[src/rtl/coin_tally.sv]
module coin_tally #(
  parameter int CODE_W = 3
) (
  input  logic              clk_i,
  input  logic              rst_i,
  input  logic              quarter_i,
  input  logic              dime_i,
  output logic [CODE_W-1:0] state_o,
  output logic              paid_o
);
  localparam logic [CODE_W-1:0] S_ZERO = CODE_W'(0);
  localparam logic [CODE_W-1:0] S_TEN  = CODE_W'(1);
  localparam logic [CODE_W-1:0] S_TWTY = CODE_W'(2);
  localparam logic [CODE_W-1:0] S_QRTR = CODE_W'(3);
  localparam logic [CODE_W-1:0] S_PAID = CODE_W'(4);

  logic [CODE_W-1:0] cur_q, nxt;

  always_comb begin
    nxt = cur_q;
    if (cur_q[CODE_W-1]) nxt = cur_q;
    else if (quarter_i) nxt = (cur_q == S_ZERO) ? S_QRTR : S_PAID;
    else if (dime_i) begin
      case (cur_q)
        S_ZERO:  nxt = S_TEN;
        S_TEN:   nxt = S_TWTY;
        S_TWTY:  nxt = S_QRTR;
        default: nxt = S_PAID;
      endcase
    end
  end

  always_ff @(posedge clk_i)
    if (rst_i) cur_q <= S_ZERO;
    else       cur_q <= nxt;

  assign state_o = cur_q;
  assign paid_o  = cur_q[CODE_W-1];

  assert_reset_clears_R1: assert property (@(posedge clk_i)
    rst_i |=> (state_o == S_ZERO && !paid_o));
  assert_idle_holds_R2: assert property (@(posedge clk_i) disable iff (rst_i)
    (!quarter_i && !dime_i) |=> $stable(state_o));
  assert_dime_steps_R3: assert property (@(posedge clk_i) disable iff (rst_i)
    (dime_i && !quarter_i && !state_o[CODE_W-1]) |=>
      (state_o == $past(state_o) + CODE_W'(1)));
  assert_quarter_from_zero_R4: assert property (@(posedge clk_i) disable iff (rst_i)
    (quarter_i && state_o == S_ZERO) |=> (state_o == S_QRTR));
  assert_paid_sticky_R5: assert property (@(posedge clk_i) disable iff (rst_i)
    state_o[CODE_W-1] |=> state_o[CODE_W-1]);
  assert_quarter_wins_R6: assert property (@(posedge clk_i) disable iff (rst_i)
    (quarter_i && dime_i && state_o != S_ZERO) |=> paid_o);
  assert_paid_after_coin_R7: assert property (@(posedge clk_i) disable iff (rst_i)
    $rose(paid_o) |-> $past(quarter_i || dime_i));
endmodule

[config.mk]
export PLATFORM = sky130hd
export DESIGN_NAME = coin_tally
export DESIGN_NICKNAME = d
export VERILOG_FILES = /design/src/rtl/coin_tally.sv
export SDC_FILE = /design/constraint.sdc
export NUM_CORES = 1
export LEC_CHECK = 0
export BUFFER_PORTS_ARGS = -buffer_cell sky130_fd_sc_hd__buf_4
export CAP_MARGIN = 20
export CORE_AREA = 4 4 41 43
export DETAILED_ROUTE_END_ITERATION = 16
export DIE_AREA = 0 0 45 47
export GPL_ROUTABILITY_DRIVEN = 1
export SETUP_SLACK_MARGIN = 0.05
export SYNTH_ARGS = -nofsm -noshare
export SYNTH_HDL_FRONTEND = slang
export SYNTH_SLANG_ARGS = --single-unit
export TNS_END_PERCENT = 50
[constraint.sdc]
create_clock -name clk_i -period 0.8 [get_ports clk_i]
set_input_delay 0.08 -clock clk_i [delete_from_list [all_inputs] [get_ports clk_i]]
set_output_delay 0.08 -clock clk_i [all_outputs]
set_load 0.05 [all_outputs]
==> impl_metrics.sql <==
INSERT INTO impl_metrics (metric_group, metric, value, unit) VALUES
('run_status', 'outcome', 'finished with violations', ''),
('run_status', 'violations', 'negative setup slack', ''),
('grt', 'antenna_violations_before_repair', '0', ''),
('timing', 'timing.final.ws_setup', '-0.132', 'ns'),
('final_layout', 'share_of_cells_above_drive_strength_1', '0.611', ''),
('final_layout', 'layout.cell_area.non_filler', '377', 'sq um'),
('final_layout', 'layout_commonest_cell', 'sky130_fd_sc_hd__buf_4', ''),
('worst_setup_path', 'crit_fanout', '5', ''),
('place', 'pre_cts_slack', '-0.121', 'ns'),
('timing', 'finalHoldViolCount', '0', ''),
('clock_network', 'root_buffer_cell', 'sky130_fd_sc_hd__clkbuf_4', ''),
('worst_setup_path', 'end_kind', 'output pin', ''),
('grt', 'grt_pass1_vias', '203', ''),
('final_layout', 'fin_nets', '41', ''),
('routing', 'final_antenna_net_count', '0', ''),
('timing', 'min_period', '0.932', 'ns'),
('final_layout', 'utilization', '0.289', ''),
('logic_synthesis', 'post_synthesis_instance_area', '166', 'sq um'),
('logic_synthesis', 'ys_warn_count', '0', ''),
('grt', 'grt_remaining_overflow', '0', ''),
('logic_synthesis', 'syn_area_per_cell', '8.32', 'sq um'),
('timing', 'grt_setup_unrepaired', 'true', ''),
('clock_network', 'post_cts_hold_buffer_count', '0', ''),
('routing', 'route.detailed.vias_per_inst', '4.22', ''),
('logic_synthesis', 'synth_cell_type_count', '14', ''),
('clock_network', 'worstSkewPairLatency', '0.23', 'ns'),
('routing', 'drc', '0', ''),
('clock_network', 'clockBufferDepth', '2', ''),
('floorplan', 'die_w', '45', 'um'),
('floorplan', 'die_area', '2120', 'sq um'),
('grt', 'largest_net_degree_at_the_start_of_global_routing', '8', ''),
('timing', 'worst_pin_slew', '0.235', 'ns'),
('worst_setup_path', 'end_of_the_worst_register_to_register_path', 'state_o[1]', ''),
('timing', 'fin_worst_skew', '0.000138', 'ns'),
('grt', 'gr-usage-all-layers', '0.0584', ''),
('worst_setup_path', 'critPathRequiredTime', '0.72', 'ns'),
('worst_setup_path', 'timing.critical_path.to', 'state_o[2]', ''),
('clock_network', 'clk_transition_reported_paths', '0.04', 'ns'),
('clock_network', 'cts-htree-levels', '1', ''),
('clock_network', 'cts_tree', 'done', ''),
('floorplan', 'io_pins', '8', ''),
('place', 'place.port_buffers', '7', ''),
('power_and_ir_drop', 'power_leakage', '0.161', 'nW'),
('floorplan', 'floorplan.rows', '13', ''),
('worst_setup_path', 'cp-startpoint', 'state_o[2]', ''),
('logic_synthesis', 'number_of_nets_produced_by_synthesis', '24', ''),
('floorplan', 'fp.dieH', '47', 'um'),
('worst_setup_path', 'worst-setup-path-type', 'reg -> out', ''),
('grt', 'grt_pass1_wl', '841', 'um'),
('timing', 'fin_crit_sh', '1.16', ''),
('job', 'maxCapViolations', '0', ''),
('floorplan', 'initial_standard_cell_utilization_of_the_core', '0.128', ''),
('floorplan', 'design.core.area', '1300', 'sq um'),
('final_layout', 'antennaDiodeCount', '0', ''),
('place', 'gp_congestion', '0.678', ''),
('worst_setup_path', 'setup.worst_path.start_class', 'flop', ''),
('timing', 'relSlewSlack', '0.841', ''),
('logic_synthesis', 'ys_seq_elements', '3', ''),
('worst_hold_path', 'hold_path.class', 'in -> reg', ''),
('logic_synthesis', 'yosysSeqAreaShare', '0.361', ''),
('worst_setup_path', 'ff2ff_setup_slack', '-0.12', 'ns'),
('routing', 'drt_pass1_iterations', '2', ''),
('routing', 'wl_per_cell', '10.2', 'um'),
('final_layout', 'layout_common_cells', '6 x sky130_fd_sc_hd__buf_4, 4 x sky130_fd_sc_hd__buf_8', ''),
('power_and_ir_drop', 'ir_drop', '1.01', 'mV'),
('place', 'placement_stage_cell_area', '285', 'sq um'),
('worst_setup_path', 'r2r_start', 'state_o[2]', ''),
('clock_network', 'cts_inserted_buffers', '3', ''),
('final_layout', 'fill_cells', '145', ''),
('final_layout', 'synthToLayoutAreaGrowth', '126', '%'),
('worst_setup_path', 'critical_path_arrival', '0.85', 'ns'),
('routing', 'drt_first_iter_violations', '2', ''),
('worst_setup_path', 'worst-r2r-cell-count', '3', ''),
('logic_synthesis', 'synthCells', '20', ''),
('clock_network', 'tritoncts_num_sinks', '3', ''),
('timing', 'final-max-slew-violation-count', '0', ''),
('timing', 'fmax', '1070', 'MHz'),
('routing', 'detailroute.via_count', '215', ''),
('timing', 'setup-tns-final', '-0.805', 'ns'),
('final_layout', 'largest_reg_flops', '3', ''),
('routing', 'drt-total-wl', '520', 'um'),
('timing', 'report.final.setup_viol', '7', ''),
('power_and_ir_drop', 'pwr_density_cell', '2420', 'nW/um^2');
-- cells by family after synthesis --
logic type | after synthesis | share of synthesized area
and+or+nand+nor | 9 | 0.316
DFF | 3 | 0.361
buffers and inverters | 1 | 0.0451
AOI/OAI and AO/OA | 7 | 0.278
-- cell usage after synthesis (all sizes together) --
| cell | count | area [sq um] |
|---|---|---|
| o21ai | 1 | 5.00 |
| nor3b | 2 | 15.0 |
| nor2 | 3 | 11.3 |
| nor2b | 1 | 6.26 |
| dfxtp | 3 | 60.1 |
| o21bai | 1 | 7.51 |
| a22oi | 1 | 7.51 |
| buf | 1 | 7.51 |
| a21oi | 2 | 10.0 |
| nand2 | 1 | 3.75 |
| and2b | 1 | 7.51 |
| a21o | 1 | 7.51 |
| nor4b | 1 | 8.76 |
| a221oi | 1 | 8.76 |
-- critical path, stage by stage, from the launching register on --
cell and delay [ns]:
sky130_fd_sc_hd__dfxtp_4 0.35, sky130_fd_sc_hd__buf_6 0.13, sky130_fd_sc_hd__buf_8 0.14
-- per-layer routing --
layer,GRT usage,wire length [um]
met4,0.0175,0
met5,0,0
met3,0.0460,33
met2,0.0876,282
met1,0.0633,205
-- area by class of cell --
class	instances	area (sq um)	share of cell area
repair buffers	13	139	0.369
well taps	15	18.8	0.0498
flip-flops and latches	3	71.3	0.189
clock buffers	4	26.3	0.0698
multi-input cells	16	121	0.322
-- power by group --
part           switching, mW  internal (mW)
sequential            0.0383          0.183
clock                 0.0786          0.187
combinational          0.204          0.222
-- per-stage QoR --
step | hold WS (ns) | total power, mW | instances
2_1_floorplan | 0.139 | 0.419 | 20
3_3_place_gp | 0.253 | 0.550 | 46
3_5_place_dp | 0.251 | 0.551 | 46
4_1_cts | 0.000751 | 0.916 | 51
5_1_grt | 0.00327 | 0.978 | 51
6_report | 0.0129 | 0.912 | 51
-- how the worst min path moves through the flow --
| stage | startpoint | to | cells after the start | slack [ns] |
|---|---|---|---|---|
| final | rst_i | state_o[1] | 2 | 0.01 |
| after global routing | rst_i | state_o[1] | 2 | 0.003 |
| after CTS | rst_i | state_o[1] | 2 | 0.0008 |
| after detailed placement | rst_i | state_o[0] | 2 | 0.25 |
| after global placement | rst_i | state_o[0] | 2 | 0.25 |
| after floorplan | rst_i | state_o[0] | 1 | 0.14 |
-- what timing repair did --
item                       in CTS  in global routing
gates resized for setup        11                  2
buffers inserted                1                  0
pin swaps                       0                  0
setup endpoints to repair       7                  7
Note: power is estimated with default switching activity, not from simulation.
